[src/rtl/dchain_pkg.sv]
package dchain_pkg;

  typedef enum logic [2:0] {
    ST_IDLE,
    ST_FETCH_TAG,
    ST_DECODE,
    ST_DATA,
    ST_CHECK_END,
    ST_DONE
  } dchain_state_e;

  localparam logic [2:0] ID_CNTS = 3'd0;
  localparam logic [2:0] ID_CNT  = 3'd1;
  localparam logic [2:0] ID_END  = 3'd7;

  localparam int QWC_LSB = 0;
  localparam int ID_LSB  = 28;
  localparam int IRQ_BIT = 31;
  localparam int DST_LSB = 32;

endpackage

[src/rtl/dchain_tag_dec.sv]
module dchain_tag_dec
  import dchain_pkg::*;
#(
  parameter int TAG_W = 128,
  parameter int QWC_W = 16,
  parameter int DST_W = 32
) (
  input  logic [TAG_W-1:0] tag_i,
  output logic [QWC_W-1:0] qwc_o,
  output logic [DST_W-1:0] dst_o,
  output logic             irq_o,
  output logic             valid_o,
  output logic             is_cnts_o,
  output logic             is_end_o
);
  logic [2:0] id;

  assign qwc_o = tag_i[QWC_LSB +: QWC_W];
  assign dst_o = tag_i[DST_LSB +: DST_W];
  assign irq_o = tag_i[IRQ_BIT];
  assign id    = tag_i[ID_LSB +: 3];

  always_comb begin
    valid_o   = 1'b0;
    is_cnts_o = 1'b0;
    is_end_o  = 1'b0;
    unique case (id)
      ID_CNTS: begin valid_o = 1'b1; is_cnts_o = 1'b1; end
      ID_CNT:  valid_o = 1'b1;
      ID_END:  begin valid_o = 1'b1; is_end_o = 1'b1; end
      default: valid_o = 1'b0;
    endcase
  end
endmodule

[src/rtl/dchain_addr_unit.sv]
module dchain_addr_unit #(
  parameter int LADDR_W = 14,
  parameter int QWC_W   = 16,
  parameter int DST_W   = 32,
  parameter int TAG_W   = 128
) (
  input  logic               clk_i,
  input  logic               rst_ni,
  input  logic               ld_init_i,
  input  logic [LADDR_W-1:0] init_laddr_i,
  input  logic [QWC_W-1:0]   init_qwc_i,
  input  logic [DST_W-1:0]   init_dst_i,
  input  logic               cap_tag_i,
  input  logic [TAG_W-1:0]   tag_data_i,
  input  logic               ld_tag_i,
  input  logic               ld_stall_i,
  input  logic [QWC_W-1:0]   dec_qwc_i,
  input  logic [DST_W-1:0]   dec_dst_i,
  input  logic               adv_i,
  output logic [TAG_W-1:0]   tag_o,
  output logic [LADDR_W-1:0] laddr_o,
  output logic [DST_W-1:0]   dst_o,
  output logic [QWC_W-1:0]   qwc_o,
  output logic [DST_W-1:0]   stall_o
);
  localparam int BYTES_W = QWC_W + 4;

  logic [LADDR_W-1:0] laddr_q;
  logic [DST_W-1:0]   dst_q, stall_q;
  logic [QWC_W-1:0]   qwc_q;
  logic [TAG_W-1:0]   tag_q;
  logic [BYTES_W-1:0] run_bytes, dec_bytes;

  assign run_bytes = {qwc_q, 4'b0};
  assign dec_bytes = {dec_qwc_i, 4'b0};

  always_ff @(posedge clk_i or negedge rst_ni) begin
    if (!rst_ni) begin
      laddr_q <= '0;
      dst_q   <= '0;
      qwc_q   <= '0;
      tag_q   <= '0;
      stall_q <= '0;
    end else begin
      if (ld_init_i) begin
        laddr_q <= init_laddr_i;
        dst_q   <= init_dst_i;
        qwc_q   <= init_qwc_i;
      end else if (cap_tag_i) begin
        tag_q   <= tag_data_i;
        laddr_q <= laddr_q + LADDR_W'(16);
      end else if (ld_tag_i) begin
        dst_q <= dec_dst_i;
        qwc_q <= dec_qwc_i;
      end else if (adv_i) begin
        laddr_q <= laddr_q + LADDR_W'(run_bytes);
        dst_q   <= dst_q + DST_W'(run_bytes);
        qwc_q   <= '0;
      end
      if (ld_stall_i) stall_q <= dec_dst_i + DST_W'(dec_bytes);
    end
  end

  assign tag_o   = tag_q;
  assign laddr_o = laddr_q;
  assign dst_o   = dst_q;
  assign qwc_o   = qwc_q;
  assign stall_o = stall_q;
endmodule

[src/rtl/dchain_fsm.sv]
module dchain_fsm
  import dchain_pkg::*;
#(
  parameter int QWC_W = 16
) (
  input  logic             clk_i,
  input  logic             rst_ni,
  input  logic             go_i,
  input  logic             tie_i,
  input  logic             stall_en_i,
  input  logic [QWC_W-1:0] init_qwc_i,
  input  logic             init_end_i,
  input  logic             tag_vld_i,
  input  logic             xfer_done_i,
  input  logic [QWC_W-1:0] dec_qwc_i,
  input  logic             dec_irq_i,
  input  logic             dec_valid_i,
  input  logic             dec_cnts_i,
  input  logic             dec_end_i,
  output logic             ld_init_o,
  output logic             cap_tag_o,
  output logic             ld_tag_o,
  output logic             ld_stall_o,
  output logic             adv_o,
  output logic             tag_req_o,
  output logic             xfer_req_o,
  output logic             busy_o,
  output logic             irq_o,
  output logic             err_o
);
  dchain_state_e state_q, state_d;
  logic term_q, term_d, err_q, err_d;

  always_comb begin
    state_d    = state_q;
    term_d     = term_q;
    err_d      = err_q;
    ld_init_o  = 1'b0;
    cap_tag_o  = 1'b0;
    ld_tag_o   = 1'b0;
    ld_stall_o = 1'b0;
    adv_o      = 1'b0;
    unique case (state_q)
      ST_IDLE: if (go_i) begin
        ld_init_o = 1'b1;
        err_d     = 1'b0;
        term_d    = init_end_i && (init_qwc_i != '0);
        state_d   = (init_qwc_i != '0) ? ST_DATA : ST_FETCH_TAG;
      end
      ST_FETCH_TAG: if (tag_vld_i) begin
        cap_tag_o = 1'b1;
        state_d   = ST_DECODE;
      end
      ST_DECODE: begin
        if (!dec_valid_i) begin
          err_d   = 1'b1;
          state_d = ST_DONE;
        end else begin
          ld_tag_o   = 1'b1;
          ld_stall_o = dec_cnts_i && stall_en_i;
          term_d     = dec_end_i || (dec_irq_i && tie_i);
          state_d    = (dec_qwc_i != '0) ? ST_DATA : ST_CHECK_END;
        end
      end
      ST_DATA: if (xfer_done_i) begin
        adv_o   = 1'b1;
        state_d = ST_CHECK_END;
      end
      ST_CHECK_END: state_d = term_q ? ST_DONE : ST_FETCH_TAG;
      ST_DONE:      state_d = ST_IDLE;
      default:      state_d = ST_IDLE;
    endcase
  end

  always_ff @(posedge clk_i or negedge rst_ni) begin
    if (!rst_ni) begin
      state_q <= ST_IDLE;
      term_q  <= 1'b0;
      err_q   <= 1'b0;
    end else begin
      state_q <= state_d;
      term_q  <= term_d;
      err_q   <= err_d;
    end
  end

  assign tag_req_o  = (state_q == ST_FETCH_TAG);
  assign xfer_req_o = (state_q == ST_DATA);
  assign busy_o     = (state_q != ST_IDLE) && (state_q != ST_DONE);
  assign irq_o      = (state_q == ST_DONE);
  assign err_o      = err_q;
endmodule

[src/rtl/dchain_seq.sv]
module dchain_seq #(
  parameter int LADDR_W = 14,
  parameter int QWC_W   = 16,
  parameter int DST_W   = 32,
  parameter int TAG_W   = 128
) (
  input  logic               clk_i,
  input  logic               rst_ni,
  input  logic               go_i,
  input  logic               tie_i,
  input  logic               stall_en_i,
  input  logic [LADDR_W-1:0] init_laddr_i,
  input  logic [QWC_W-1:0]   init_qwc_i,
  input  logic [DST_W-1:0]   init_dst_i,
  input  logic               init_end_i,
  output logic               tag_req_o,
  output logic [LADDR_W-1:0] tag_addr_o,
  input  logic               tag_vld_i,
  input  logic [TAG_W-1:0]   tag_data_i,
  output logic               xfer_req_o,
  output logic [LADDR_W-1:0] xfer_src_o,
  output logic [DST_W-1:0]   xfer_dst_o,
  output logic [QWC_W-1:0]   xfer_qwc_o,
  input  logic               xfer_done_i,
  output logic [DST_W-1:0]   stall_addr_o,
  output logic               busy_o,
  output logic               irq_o,
  output logic               err_o
);
  logic             ld_init, cap_tag, ld_tag, ld_stall, adv;
  logic [TAG_W-1:0] tag_q;
  logic [QWC_W-1:0] dec_qwc;
  logic [DST_W-1:0] dec_dst;
  logic             dec_irq, dec_valid, dec_cnts, dec_end;
  logic [LADDR_W-1:0] laddr;

  dchain_tag_dec #(.TAG_W(TAG_W), .QWC_W(QWC_W), .DST_W(DST_W)) u_dec (
    .tag_i(tag_q), .qwc_o(dec_qwc), .dst_o(dec_dst), .irq_o(dec_irq),
    .valid_o(dec_valid), .is_cnts_o(dec_cnts), .is_end_o(dec_end)
  );

  dchain_addr_unit #(.LADDR_W(LADDR_W), .QWC_W(QWC_W), .DST_W(DST_W), .TAG_W(TAG_W)) u_addr (
    .clk_i, .rst_ni,
    .ld_init_i(ld_init), .init_laddr_i, .init_qwc_i, .init_dst_i,
    .cap_tag_i(cap_tag), .tag_data_i,
    .ld_tag_i(ld_tag), .ld_stall_i(ld_stall),
    .dec_qwc_i(dec_qwc), .dec_dst_i(dec_dst), .adv_i(adv),
    .tag_o(tag_q), .laddr_o(laddr), .dst_o(xfer_dst_o), .qwc_o(xfer_qwc_o),
    .stall_o(stall_addr_o)
  );

  dchain_fsm #(.QWC_W(QWC_W)) u_fsm (
    .clk_i, .rst_ni, .go_i, .tie_i, .stall_en_i, .init_qwc_i, .init_end_i,
    .tag_vld_i, .xfer_done_i,
    .dec_qwc_i(dec_qwc), .dec_irq_i(dec_irq), .dec_valid_i(dec_valid),
    .dec_cnts_i(dec_cnts), .dec_end_i(dec_end),
    .ld_init_o(ld_init), .cap_tag_o(cap_tag), .ld_tag_o(ld_tag),
    .ld_stall_o(ld_stall), .adv_o(adv),
    .tag_req_o, .xfer_req_o, .busy_o, .irq_o, .err_o
  );

  assign tag_addr_o = laddr;
  assign xfer_src_o = laddr;
endmodule

[config.mk]
export PLATFORM = sky130hd
export DESIGN_NAME = dchain_seq
export DESIGN_NICKNAME = d
export VERILOG_FILES = /design/src/rtl/dchain_pkg.sv /design/src/rtl/dchain_tag_dec.sv /design/src/rtl/dchain_addr_unit.sv /design/src/rtl/dchain_fsm.sv /design/src/rtl/dchain_seq.sv
export SDC_FILE = /design/constraint.sdc
export NUM_CORES = 1
export LEC_CHECK = 0
export BUFFER_PORTS_ARGS = -buffer_cell sky130_fd_sc_hd__clkbuf_2
export CORE_UTILIZATION = 45
export DETAILED_ROUTE_END_ITERATION = 8
export HOLD_SLACK_MARGIN = 0.05
export PLACE_DENSITY = 0.73
export SYNTH_ARGS = -nofsm -noshare
export SYNTH_HDL_FRONTEND = slang
export SYNTH_SLANG_ARGS = --single-unit
[constraint.sdc]
create_clock -name clk_i -period 8.3 [get_ports clk_i]
set_clock_uncertainty 0.15 [all_clocks]
set_input_delay 1.66 -clock clk_i [delete_from_list [all_inputs] [get_ports clk_i]]
set_output_delay 1.66 -clock clk_i [all_outputs]
set_load 0.03 [all_outputs]
**After elaboration in Yosys (flattened, before gate mapping)**

Index checks and enable logic that the tools add are counted.

- Add/subtract/negate cells: 4
- Bitwise gates (word level): 1
- Muxes and demuxes: 39
- Reductions and logical operators: 20
- Equal/unequal tests: 15

Operators by type and width:

| cell | count |
|---|---|
| two-way mux 32 bit | 4 |
| adder 32 x 20 -> 32 bit | 2 |
| two-way mux 16 bit | 4 |
| two-way mux 14 bit | 4 |
| nonzero test 16 bit | 2 |
| two-way mux 3 bit | 6 |
| two-way mux 1 bit | 17 |
| one-hot mux 3 bit (5 select lines) | 1 |
| adder 14 bit | 1 |
| adder 14 x 5 -> 14 bit, second input constant | 1 |
| equality test 3 bit, second input constant | 3 |
| AND reduction 3 bit | 3 |
| nonzero test 3 bit | 3 |
| equality test 3 x 1 -> 1 bit, second input constant | 2 |
| equality test 3 x 2 -> 1 bit, second input constant | 2 |
| zero test 3 bit | 2 |
| != test 2 x 1 -> 1 bit, second input constant | 3 |
| != test 2 bit, second input constant | 3 |
| != test 3 bit, second input constant | 2 |
| AND reduction 2 bit | 3 |
| logical AND 1 bit | 4 |
| one-hot mux 1 bit (2 select lines) | 2 |
| OR reduction 3 bit | 1 |
| two-way mux 2 bit | 1 |
| other kinds (3) | 3 |

- Register bits: 163
- Input bits: 198
- Output and inout bits: 113

**Longest topological paths before layout**

- Depth in word-level cells: 8
- Depth in mapped cells: 15

**Cells and area by module**

A second synthesis with hierarchy kept.

- Cells, all modules: 1162
- Area, all modules: 12388.1 µm²

By module, submodules not included:

| module | area each (µm²) | sequential area each (µm²) | instances | cells an instance |
|---|---|---|---|---|
| dchain_addr_unit | 11437.2 | 5555.3 | 1 | 1036 |
| dchain_fsm | 454.2 | 125.1 | 1 | 60 |
| dchain_tag_dec | 391.6 | 0.0 | 1 | 52 |
| dchain_seq | 105.1 | 0.0 | 1 | 14 |

**Least setup slack after synthesis**

OpenSTA, ideal clock, no wires.

- Path kind: input -> register
- Start: input tag_vld_i
- End: register u_addr.laddr_q[12], in the netlist u_addr.laddr_o[12]
- Required time: 8.028 ns
- Cell stages on the path: 13
- Arrival: 4.027 ns
- Setup slack: 4.002 ns
- Cells stage by stage: and3_1 clkbuf_1 clkbuf_1 or2_2 ha_1 fa_1 a21o_1 a21oi_1 o21bai_1 a21oi_1 o21ai_0 mux2i_1 nand2_1

- Word-level cells in the longest chain between the ends: 4
- Elaborated cells between the ends (all ways): 7
- Those cells by class: 1 x eq/ne; 4 x mux; 2 x reduce/logical

Ends and longest elaborated chain:

| what | RTL line | source |
|---|---|---|
| start, declared | dchain_seq.sv:18 | `input logic tag_vld_i,` |
| two-way mux 1 bit * | dchain_fsm.sv:50 | `ST_FETCH_TAG: if (tag_vld_i) begin` |
| two-way mux 1 bit * | dchain_fsm.sv:43 | `unique case (state_q)` |
| != test 3 bit (no source line), or another cell as far along | n/a |  |
| AND reduction 2 bit (no source line) / two-way mux 14 bit (equally long branches) | n/a |  |
| end signal, assigned | dchain_addr_unit.sv:46 | `laddr_q <= init_laddr_i;` |
| end signal, assigned | dchain_addr_unit.sv:51 | `laddr_q <= laddr_q + LADDR_W'(16);` |
| end signal, assigned | dchain_addr_unit.sv:56 | `laddr_q <= laddr_q + LADDR_W'(run_bytes);` |
| end, declared | dchain_addr_unit.sv:28 | `logic [LADDR_W-1:0] laddr_q;` |

Every way passes the cells marked *; elsewhere a longest branch is shown, timed or not.
A chain may end at the register's enable or synchronous reset.

**Worst setup path after layout**

Same ends and word-level chain as after synthesis.

==> flow_metrics.env <==
export IMPL_tns_ps=0
export IMPL_syn_nets=1230
export IMPL_fin_crit_sh=0.5260
export IMPL_fin_hold_ws_ps=326.4
export IMPL_cts_tree="done"
export IMPL_cp_required_ps=8460
export IMPL_status="complete, no violations"
export IMPL_maxCapViolCount=0
export IMPL_drt_wl_total_um=26990
export IMPL_synth_avg_cell_area_um2=9.265
export IMPL_clock_fmax_mhz=229.1
export IMPL_ant_nets=0
export IMPL_cp_end_kind="register"
export IMPL_fillers=1815
export IMPL_cp_max_fo=63
export IMPL_fp_dieH_um=144.6
export IMPL_ctsResizeCount=0
export IMPL_synth_seq_cells=151
export IMPL_first_global_vias=7536
export IMPL_ios=311
export IMPL_timing_slew_headroom=0.2681
export IMPL_htree_num_levels=4
export IMPL_synth_top_cell_area_share=0.4128
export IMPL_worstHoldPathType="register to register"
export IMPL_synth_edff_count=0
export IMPL_final_layout_size_suffix_gt1_frac=0.2883
export IMPL_vias=8370
export IMPL_cpPeakStageDelay_ps=660
export IMPL_ctsHoldBuffers=0
export IMPL_synth_cell_types=72
export IMPL_die_area_um2=20920
export IMPL_start_util=0.4642
export IMPL_min_period_ps=4366
export IMPL_final_hold_violation_count=0
export IMPL_cp_common_cell="a21oi_1"
export IMPL_critical_path_cell_chain="clkbuf_2 > and3_2 > buf_4 > nor2_1 > fa_1 > a21o_1 > a21oi_1 > o21bai_1 > a21oi_1 > o21ai_0 > mux2i_1 > nand2_1"
export IMPL_rsz0062_at_grt="no"
export IMPL_grt_pass1_wl_um=40640
export IMPL_async_flop_share=1.000
export IMPL_wl_per_cell_um=18.36
export IMPL_synth_area_um2=9154
export IMPL_synth_flop_cell="dfrtp_1"
export IMPL_utilization=0.5603
export IMPL_synth_area_top_cells="dfrtp_1 (41%), nand2_1 (6.5%), mux2_2 (6.3%)"
export IMPL_grt_max_degree=85
export IMPL_path_delay_family="compound AO/OA/AOI/OAI gates"
export IMPL_report_final_slew_viol_count=0
export IMPL_grt_ovfl_total=0
export IMPL_dp_hpwl_um=20150
export IMPL_clockPowerShare=0.146
export IMPL_drt_pass1_iterations=5
export IMPL_power_static_leakage_nw=5.262
export IMPL_cts_buffers=17
export IMPL_share_comb_of_total_power=0.572
export IMPL_power_frac_seq=0.281
export IMPL_drtIter0Drc=467
export IMPL_cts_sinks=151
export IMPL_swShare=0.4975
export IMPL_vdd_ir_drop_max_mv=0.2573
export IMPL_synthesis_instances=988
export IMPL_rows=51
export IMPL_post_cts_buffers=0
export IMPL_worst_path_buf_inv=2
export IMPL_finalPower_mw=5.520
export IMPL_die_x_um=144.6
export IMPL_power_density_nw_per_um2=499.7
export IMPL_critical_path_class="primary input to register"
export IMPL_cts_path_max_buffers=2
export IMPL_synth_top_area_cell="dfrtp_1"
export IMPL_grt_usage=0.2596
export IMPL_clkTransAtPathRegs_ps=60
export IMPL_place_inst=1433
export IMPL_antenna_found_initial=4
export IMPL_crit_path_start_kind="primary input"
export IMPL_cp_slowest_cell="buf_4"
export IMPL_area_delta_synth_final_pct=20.69
export IMPL_internal_power_mw=2.774
export IMPL_synth_warnings=0
export IMPL_ys_seq_area_frac=0.4128
export IMPL_fin_cells=1470
export IMPL_clockRootBuffer="clkbuf_16"
export IMPL_setup_violations=0
export IMPL_insertion_delay_ps=430
export IMPL_drt_vias_per_instance=5.694
export IMPL_gp_congestion=0.8751
export IMPL_arrival_ps=4520
export IMPL_drc=0
export IMPL_nets=1429
export IMPL_io_buffers=234
export IMPL_core_area_um2=19720
export IMPL_p_sw_mw=2.746
export IMPL_worst_slew_pin_slew_ps=1096
[cells in the mapped netlist, types with 8 or more instances]
| cell type | number |
|---|---|
| nand2_1 | 158 |
| dfrtp_1 | 151 |
| o21ai_0 | 79 |
| a21oi_1 | 55 |
| mux2_2 | 51 |
| nor2_1 | 51 |
| ha_1 | 41 |
| clkbuf_1 | 31 |
| a22oi_1 | 27 |
| nor3_1 | 22 |
| o211ai_1 | 20 |
| xor2_1 | 20 |
| a21o_1 | 18 |
| inv_1 | 18 |
| a211oi_1 | 15 |
| buf_4 | 15 |
| nand3_1 | 14 |
| nor4_1 | 14 |
| xnor2_1 | 14 |
| mux2i_1 | 13 |
| a31oi_1 | 12 |
| nor2b_1 | 10 |
| and3_1 | 8 |
| nand2b_1 | 8 |
| nor3b_1 | 8 |
| o21bai_1 | 8 |
[cells by family after synthesis]
group,Yosys count,synth area share
adder cells (fa/ha/maj),44,0.06260
multiplexers,64,0.07695
flip-flops,151,0.4128
AND/OR/NAND/NOR,329,0.1684
AO/OA/AOI/OAI,286,0.2043
XOR/XNOR,34,0.03253
buffers and inverters,80,0.04237
[final timing paths]
path / from / to / slack (ps) / cells after the start
worst max-delay path: tag_vld_i / u_addr.laddr_o[12] / 3930 / 12
worst min-delay path: u_addr.stall_o[1] / u_addr.stall_o[1] / 330 / 2
worst max register to register: u_fsm.state_q[2] / u_addr.laddr_o[12] / 4390 / 12
worst min register to register: u_addr.stall_o[1] / u_addr.stall_o[1] / 330 / 2
max in group asynchronous: rst_ni / u_addr.tag_o[47] / 5440 / 2
min in group asynchronous: rst_ni / u_addr.stall_o[23] / 1140 / 1
[metrics by stage]
step	area, um2	setup slack (ps)
final	11050	3934
after global routing	11040	3733
after CTS	11040	3983
after detailed placement	10430	3541
after global placement	10430	3580
after floorplan	9154	4002
[area by class of cell]
type / count / area, um2 / share of cell area
Antenna cell: 5 / 12.51 / 0.001133
Clock buffer: 17 / 425.4 / 0.03851
Clock inverter: 15 / 176.4 / 0.01597
Inverter: 18 / 67.56 / 0.006116
Multi-Input combinational cell: 757 / 5019 / 0.4542
Sequential cell: 151 / 3779 / 0.3420
Tap cell: 265 / 331.6 / 0.03001
Timing Repair Buffer: 242 / 1237 / 0.1120
[flip-flops by register name (all words and copies together), names as in the netlist]
name / count
u_fsm.state_q: 3
u_fsm.err_o: 1
u_addr.laddr_o: 14
u_addr.tag_o: 52
u_addr.dst_o: 32
u_addr.qwc_o: 16
u_fsm.term_q: 1
u_addr.stall_o: 32
[layout by cell type (no fill, tap or decap), types with 6 or more instances in the layout]
master	n
clkbuf_2	233
nand2_1	158
dfrtp_1	151
o21ai_0	79
a21oi_1	54
mux2_2	51
nor2_1	50
ha_1	41
a22oi_1	27
nor3_1	21
xor2_1	20
o211ai_1	20
inv_1	18
a21o_1	18
clkbuf_16	17
a211oi_1	15
xnor2_1	14
mux2i_1	13
nand3_1	13
nor4_1	13
a31oi_1	12
nor2b_1	10
o21bai_1	8
nand2b_1	8
nor3b_1	8
buf_4	8
o21a_1	7
nand4_1	7
and3_1	7
a221oi_1	6
o22ai_1	6
[worst register-to-register path, delay by kind of cell (launching register included)]
kind,cells,cell delay [ps]
compound gates,5,910
fa+ha+maj,1,480
buf+inv,1,660
mux,1,200
flops,1,520
simple gates,4,870
[power groups by stage]
| stage | Clock [mW] | Combinational [mW] | Sequential, mW |
|---|---|---|---|
| final | 0.808 | 3.16 | 1.55 |
| after global routing | 0.849 | 3.48 | 1.60 |
| after CTS | 0.819 | 3.15 | 1.54 |
| after detailed placement | 0 | 3.13 | 1.55 |
| after global placement | 0 | 3.09 | 1.54 |
| after floorplan | 0 | 2.05 | 1.80 |
[layer usage]
layer / global-route usage / share of wire
met2: 0.3947 / 0.45
met5: 0 / 0
met4: 0.09861 / 0.023
met3: 0.05497 / 0.069
met1: 0.3609 / 0.45
Note: power is estimated with default switching activity, not from simulation.
